`src/rtl/hzd_pkg.sv`:
```
package hzd_pkg;

    localparam int REG_AW_DEF  = 5;
    localparam int NUM_SRC_DEF = 2;
    localparam int NUM_PROD    = 2;   // execute and memory stages

    typedef enum logic [1:0] {
        ACT_RUN      = 2'd0,
        ACT_HOLD     = 2'd1,
        ACT_REDIRECT = 2'd2
    } hz_act_e;

    typedef struct packed {
        logic pc_we;
        logic fetch_we;
        logic bubble;
        logic squash;
    } hz_ctl_t;

    function automatic hz_ctl_t act_to_ctl(hz_act_e act);
        hz_ctl_t c;
        case (act)
            ACT_HOLD:     c = '{pc_we: 1'b0, fetch_we: 1'b0, bubble: 1'b1, squash: 1'b0};
            ACT_REDIRECT: c = '{pc_we: 1'b1, fetch_we: 1'b1, bubble: 1'b0, squash: 1'b1};
            default:      c = '{pc_we: 1'b1, fetch_we: 1'b1, bubble: 1'b0, squash: 1'b0};
        endcase
        return c;
    endfunction

endpackage

```
`src/rtl/hzd_src_cmp.sv`:
```
module hzd_src_cmp #(
    parameter int REG_AW = 5,
    parameter int NPROD  = 2
) (
    input  logic                         src_use,
    input  logic [REG_AW-1:0]            src_addr,
    input  logic [NPROD-1:0][REG_AW-1:0] prod_dst,
    input  logic [NPROD-1:0]             prod_we,
    output logic                         conflict
);
    logic [NPROD-1:0] hit;

    for (genvar p = 0; p < NPROD; p++) begin : g_prod
        assign hit[p] = prod_we[p] && (prod_dst[p] != '0) && (prod_dst[p] == src_addr);
    end

    assign conflict = src_use && (|hit);
endmodule

```
`src/rtl/hzd_action_sel.sv`:
```
module hzd_action_sel
    import hzd_pkg::*;
(
    input  logic    stall,
    input  logic    is_branch,
    input  logic    br_taken,
    output hz_act_e act
);
    always_comb begin
        if (stall)                      act = ACT_HOLD;
        else if (is_branch && br_taken) act = ACT_REDIRECT;
        else                            act = ACT_RUN;
    end
endmodule

```
`src/rtl/hzd_ctl_drive.sv`:
```
module hzd_ctl_drive
    import hzd_pkg::*;
(
    input  hz_act_e act,
    output logic    pc_we,
    output logic    fetch_we,
    output logic    bubble,
    output logic    squash
);
    hz_ctl_t ctl;

    always_comb ctl = act_to_ctl(act);

    assign pc_we    = ctl.pc_we;
    assign fetch_we = ctl.fetch_we;
    assign bubble   = ctl.bubble;
    assign squash   = ctl.squash;
endmodule

```
`src/rtl/pipe_hazard_ctl.sv`:
```
module pipe_hazard_ctl
    import hzd_pkg::*;
#(
    parameter int REG_AW  = REG_AW_DEF,
    parameter int NUM_SRC = NUM_SRC_DEF
) (
    input  logic [NUM_SRC-1:0][REG_AW-1:0] id_src_addr,
    input  logic [NUM_SRC-1:0]             id_src_use,
    input  logic                           id_is_branch,
    input  logic                           id_br_taken,
    input  logic [REG_AW-1:0]              ex_dst_addr,
    input  logic                           ex_wr_en,
    input  logic [REG_AW-1:0]              mem_dst_addr,
    input  logic                           mem_wr_en,
    output logic                           pc_write,
    output logic                           ifid_write,
    output logic                           idex_bubble,
    output logic                           ifid_flush
);
    logic [NUM_PROD-1:0][REG_AW-1:0] prod_dst;
    logic [NUM_PROD-1:0]             prod_we;
    logic [NUM_SRC-1:0]              src_conflict;
    logic                            stall;
    hz_act_e                         act;

    // index 0 = execute (younger), index 1 = memory (older)
    assign prod_dst = {mem_dst_addr, ex_dst_addr};
    assign prod_we  = {mem_wr_en, ex_wr_en};

    for (genvar s = 0; s < NUM_SRC; s++) begin : g_src
        hzd_src_cmp #(
            .REG_AW (REG_AW),
            .NPROD  (NUM_PROD)
        ) u_cmp (
            .src_use  (id_src_use[s]),
            .src_addr (id_src_addr[s]),
            .prod_dst (prod_dst),
            .prod_we  (prod_we),
            .conflict (src_conflict[s])
        );
    end

    assign stall = |src_conflict;

    hzd_action_sel u_sel (
        .stall     (stall),
        .is_branch (id_is_branch),
        .br_taken  (id_br_taken),
        .act       (act)
    );

    hzd_ctl_drive u_drv (
        .act      (act),
        .pc_we    (pc_write),
        .fetch_we (ifid_write),
        .bubble   (idex_bubble),
        .squash   (ifid_flush)
    );
endmodule

```
`config.mk`:
```
export PLATFORM = sky130hd
export DESIGN_NAME = pipe_hazard_ctl
export DESIGN_NICKNAME = d
export VERILOG_FILES = /design/src/rtl/hzd_pkg.sv /design/src/rtl/hzd_src_cmp.sv /design/src/rtl/hzd_action_sel.sv /design/src/rtl/hzd_ctl_drive.sv /design/src/rtl/pipe_hazard_ctl.sv
export SDC_FILE = /design/constraint.sdc
export NUM_CORES = 1
export LEC_CHECK = 0
export BUFFER_PORTS_ARGS = -buffer_cell sky130_fd_sc_hd__buf_2
export CORE_AREA = 4 4 41 43
export DETAILED_ROUTE_END_ITERATION = 7
export DIE_AREA = 0 0 45 47
export MAX_ROUTING_LAYER = met4
export PLACE_DENSITY = 0.64
export SYNTH_ARGS = -nofsm -noshare
export SYNTH_HDL_FRONTEND = slang
export SYNTH_SLANG_ARGS = --single-unit
```
`constraint.sdc`:
```
create_clock -name vclk -period 2.1
set_clock_uncertainty 0.15 [all_clocks]
set_input_delay 0.42 -clock vclk [all_inputs]
set_output_delay 0.42 -clock vclk [all_outputs]
set_load 0.01 [all_outputs]
```
==> results.sh, run 1 <==
export IMPL_outcome="finished with violations"
export IMPL_violations="negative setup slack"
export IMPL_synth_fp_nets=65
export IMPL_register_area_sq_um=0
export IMPL_slew_headroom_pct=87.4
export IMPL_dr_total_vias=417
export IMPL_grt_start_max_net_pins=4
export IMPL_drive_gt1_share_pct=59.0
export IMPL_die_x_um=45
export IMPL_crit_buf_inv=2
export IMPL_syn_area_sq_um=302
export IMPL_peakVddDrop_uv=91.0
export IMPL_p_leak_nw=0.252
export IMPL_slowest_delay_ps=520
export IMPL_synth_seq_area_share_pct=0
export IMPL_ys_top_cells_by_count="xnor2_1, nand2_1, nand4_1"
export IMPL_start_kind="input pin"
export IMPL_cp_top_family="simple AND/OR/NAND/NOR gates"
export IMPL_endpoint_kind="output pin"
export IMPL_tightestPinTransition_ps=187
export IMPL_final_util_pct=44.8
export IMPL_clock_fmax_ghz=0.447
export IMPL_hpwl_um=957
export IMPL_rsz0062_at_grt="true"
export IMPL_hold_class="input pin to output pin"
export IMPL_n_antenna_cell=0
export IMPL_netlist_cell_type_count=10
export IMPL_synth_top_area_share_pct=58.1
export IMPL_viasPerCell=4.48
export IMPL_worst_path_max_delay_cell="or4_4"
export IMPL_syn2layout_area_growth_pct=93.4
export IMPL_route_detailed_drc=0
export IMPL_die_h_um=47
export IMPL_grt_pass1_vias=404
export IMPL_core_area_sq_um=1300
export IMPL_grt_use_total_pct=9.75
export IMPL_synthMostInstantiatedCell="xnor2_1"
export IMPL_fin_crit_sh_pct=107
export IMPL_setup_ws_ps=-138
export IMPL_antenna_found_initial=0
export IMPL_die_area_sq_um=2120
export IMPL_clock_buffers=0
export IMPL_place_gp_congestion=0.775
export IMPL_slew_viol_final=0
export IMPL_cp_data_arrival_time_ps=1670
export IMPL_yosysWarnings=0
export IMPL_required_ps=1530
export IMPL_fin_nets=106
export IMPL_grt_overflow=0
export IMPL_setup_viol=4
export IMPL_synth_area_leaders="xnor2_1, nand4_1, nand2_1"
export IMPL_grt_first_pass_wirelength_mm=1.53
export IMPL_drt_iter0_drc=0
export IMPL_drv_cap=0
export IMPL_path_cells="buf_2 > or4_4 > o21a_4 > a221oi_2 > buf_2"
export IMPL_hold_viol=0
export IMPL_syn_area_per_cell_sq_um=7.73
export IMPL_power_per_cell_area_nw_per_um2=201
export IMPL_min_period_ps=2240
export IMPL_synth_cells=39
export IMPL_io_buffers=30
export IMPL_cp_max_fo=3
export IMPL_wl_per_cell_um=11.2
export IMPL_drtPass1Iterations=1
export IMPL_ant_nets=0
export IMPL_postCtsHoldBufs=0
export IMPL_drt_wl_total_mm=1.04
export IMPL_crit_top_cell="buf_2"
export IMPL_nFillCells=142
export IMPL_io_pins=30
export IMPL_critPathKind="input pin to output pin"
export IMPL_rows=13
export IMPL_place_ws_ps=-162
export IMPL_cts_setup_buffers=0
export IMPL_start_util_pct=23.2
export IMPL_yosys_area_top_type="xnor2_1"
export IMPL_holdWs_ps=1010
export IMPL_seq_cells=0
per-layer routing:
layer / share of wire [%] / GRT usage, % / wire, um / vias up
met2: 50 / 17.2 / 519 / 20
met3: 12 / 0.383 / 125 / 0
met1: 38 / 13.0 / 394 / 178
met4: 0 / 0 / 0 / 0
li1: - / - / - / 219
met5: 0 / - / 0 / -
cell type report:
class / instances / area, sq um / share of cell area [%]
Timing Repair Buffer: 40 / 250 / 42.9
Tap cell: 15 / 18.8 / 3.22
Multi-Input combinational cell: 38 / 314 / 53.9
worst paths after layout:
kind	slack (ps)	endpoint	start	cells past startpoint
setup / recovery	-140	ifid_flush	mem_dst_addr[3]	5
hold / removal	1010	ifid_flush	id_br_taken	4
kinds of logic (layout without fill, tap and decap cells):
family	count (synthesis)	in the layout	share of synthesized area (%)
compound gates	7	7	19.9
buf+inv	1	40	2.49
xor+xnor	20	20	58.1
simple gates	11	11	19.5
report_power, final:
part / internal (mW) / leakage, nW / total [mW] / switching, mW
sequential: 0 / 0 / 0 / 0
clock: 0 / 0 / 0 / 0
combinational: 0.0693 / 0.252 / 0.117 / 0.0477
what timing repair did:
action	CTS	global route
pin swaps	2	6
setup endpoints to repair	4	4
resized for setup	3	4
placed cells by master (no fill, tap or decap), drive strengths merged:
cell    instances
a221oi          1
a22o            1
a22oi           1
buf            40
nand2           5
nand4           4
o21a            2
o22ai           2
or4             2
xnor2          20
stage by stage:
step | instances | TNS [ps] | instance area (sq um) | power (mW)
final | 93 | -364 | 583 | 0.117
after global placement | 93 | -440 | 543 | 0.108
after floorplan | 39 | 0 | 307 | 0.0510
after global routing | 93 | -523 | 583 | 0.128
after CTS | 93 | -455 | 559 | 0.113
after detailed placement | 93 | -513 | 543 | 0.110
No activity file was read; power rests on OpenSTA's default activity.
==> inputs of run 2 (changes only) <==
--- a/config.mk
+++ b/config.mk
@@ -5,12 +5,13 @@
 export SDC_FILE = /design/constraint.sdc
 export NUM_CORES = 1
 export LEC_CHECK = 0
-export BUFFER_PORTS_ARGS = -buffer_cell sky130_fd_sc_hd__buf_2
+export BUFFER_PORTS_ARGS = -buffer_cell sky130_fd_sc_hd__buf_4
 export CORE_AREA = 4 4 41 43
 export DETAILED_ROUTE_END_ITERATION = 7
 export DIE_AREA = 0 0 45 47
 export MAX_ROUTING_LAYER = met4
 export PLACE_DENSITY = 0.64
+export REMOVE_ABC_BUFFERS = 1
 export SYNTH_ARGS = -nofsm -noshare
 export SYNTH_HDL_FRONTEND = slang
 export SYNTH_SLANG_ARGS = --single-unit
==> run 2 against run 1 <==
The flow still finishes with violations (negative setup slack). Global-route usage grew 0.32 points. Sequential share of layout area stayed put. Largest cell class unchanged. Non-clock buffer count is 2 lower. Critical path depth did not move.
==> results.sh, run 2 (synthesis gave the netlist of run 1 again) <==
export IMPL_layout_common_cells="buf_4, xnor2_1, nand2_1, buf_6, nand4_1"
export IMPL_register_area_sq_um=0
export IMPL_grt_first_pass_wirelength_mm=1.54
export IMPL_mostFrequentLayoutCell="buf_4"
export IMPL_route_detailed_drc=0
export IMPL_setup_viol=4
export IMPL_rows=13
export IMPL_syn2layout_area_growth_pct=111
export IMPL_min_period_ps=2260
export IMPL_io_pins=30
export IMPL_die_area_sq_um=2120
export IMPL_rsz0062_at_grt="true"
export IMPL_drt_wl_total_mm=1.06
export IMPL_seq_cells=0
export IMPL_start_util_pct=23.2
export IMPL_nFillCells=139
export IMPL_endpoint_kind="output pin"
export IMPL_holdPathEnd="ifid_flush"
export IMPL_core_area_sq_um=1300
export IMPL_drt_iter0_drc=5
export IMPL_crit_buf_inv=2
export IMPL_drtPass1Iterations=4
export IMPL_holdWs_ps=1050
export IMPL_min_from="id_br_taken"
export IMPL_fin_crit_sh_pct=108
export IMPL_drv_cap=0
export IMPL_slew_headroom_pct=76.3
export IMPL_wl_per_cell_um=11.7
export IMPL_clock_buffers=0
export IMPL_violations="negative setup slack"
export IMPL_hold_class="input pin to output pin"
export IMPL_start_kind="input pin"
export IMPL_io_buffers=30
export IMPL_setup_ws_ps=-162
export IMPL_grt_pass1_vias=393
export IMPL_grt_start_max_net_pins=4
export IMPL_fin_nets=104
export IMPL_die_x_um=45
export IMPL_power_per_cell_area_nw_per_um2=202
export IMPL_cp_data_arrival_time_ps=1690
export IMPL_p_leak_nw=0.265
export IMPL_viasPerCell=4.56
export IMPL_path_cells="buf_6 > or4_4 > o21a_1 > a221oi_2 > buf_4"
export IMPL_cp_max_fo=3
export IMPL_worst_path_max_delay_cell="or4_4"
export IMPL_cp_top_family="simple AND/OR/NAND/NOR gates"
export IMPL_grt_use_total_pct=10.1
export IMPL_slew_viol_final=0
export IMPL_ant_nets=0
export IMPL_required_ps=1530
export IMPL_antenna_found_initial=0
export IMPL_clock_fmax_ghz=0.442
export IMPL_hold_viol=0
export IMPL_die_h_um=47
export IMPL_critPathKind="input pin to output pin"
export IMPL_drive_gt1_share_pct=57.9
export IMPL_place_gp_congestion=0.765
export IMPL_n_antenna_cell=0
export IMPL_peakVddDrop_uv=92.1
export IMPL_slowest_delay_ps=530
export IMPL_tns_ps=-475
export IMPL_dr_total_vias=415
export IMPL_tightestPinTransition_ps=356
export IMPL_grt_overflow=0
export IMPL_whs_path_depth=4
export IMPL_outcome="finished with violations"
export IMPL_cts_setup_buffers=0
[run 2: changes by cell type in the layout (fill, tap and decap cells not counted)]
cell     delta
o22ai_1     -1
o21a_1      +1
o21a_4      -1
buf_6       +1
buf_2      -26
o22ai_2     +1
buf_4      +23
[run 2: area by class of cell]
| class | instances | area (sq um) | area share, % |
|---|---|---|---|
| Multi-Input combinational cell | 38 | 313 | 49.2 |
| Tap cell | 15 | 18.8 | 2.95 |
| Timing Repair Buffer | 38 | 304 | 47.8 |
[run 2: where the power goes]
part / internal [mW] / switching (mW) / total, mW
clock network: 0 / 0 / 0
logic: 0.0810 / 0.0474 / 0.128
registers: 0 / 0 / 0
[run 2: tightest hold or removal path, delay by kind of cell]
| kind | cells | cell delay, ps |
|---|---|---|
| and+or+nand+nor | 1 | 70 |
| buffers and inverters | 2 | 240 |
| AOI/OAI and AO/OA | 1 | 40 |
[run 2: stage by stage]
step	power (mW)	std cells	instance area [sq um]	setup slack (ps)	utilization (%)
after CTS	0.128	91	629	-144	48.4
final	0.128	91	636	-162	48.8
after floorplan	0.0491	38	294	-14.4	-
after global routing	0.140	91	636	-207	48.8
after global placement	0.121	91	598	-159	46.0
after detailed placement	0.122	91	598	-173	46.0
[run 2: how the worst max path moves through the flow]
stage	slack [ps]	depth (start not counted)	start	to
finish	-160	5	ex_dst_addr[2]	ifid_flush
global route	-210	5	ex_dst_addr[2]	ifid_flush
floorplan	-10	3	ex_dst_addr[2]	ifid_write
global placement	-160	5	ex_dst_addr[2]	ifid_flush
detailed placement	-170	5	ex_dst_addr[2]	ifid_flush
CTS	-140	5	ex_dst_addr[2]	ifid_flush
[run 2: timing repair]
action | in CTS | in global routing
pin swaps | 4 | 2
hold buffers | 0 | 0
setup endpoints to repair | 4 | 4
gates resized for setup | 8 | 1
[run 2: per-layer routing]
metal	track usage, %	wire [um]
met1	11.5	377
met2	20.1	550
met3	0.766	133
met4	0	0
met5	-	0
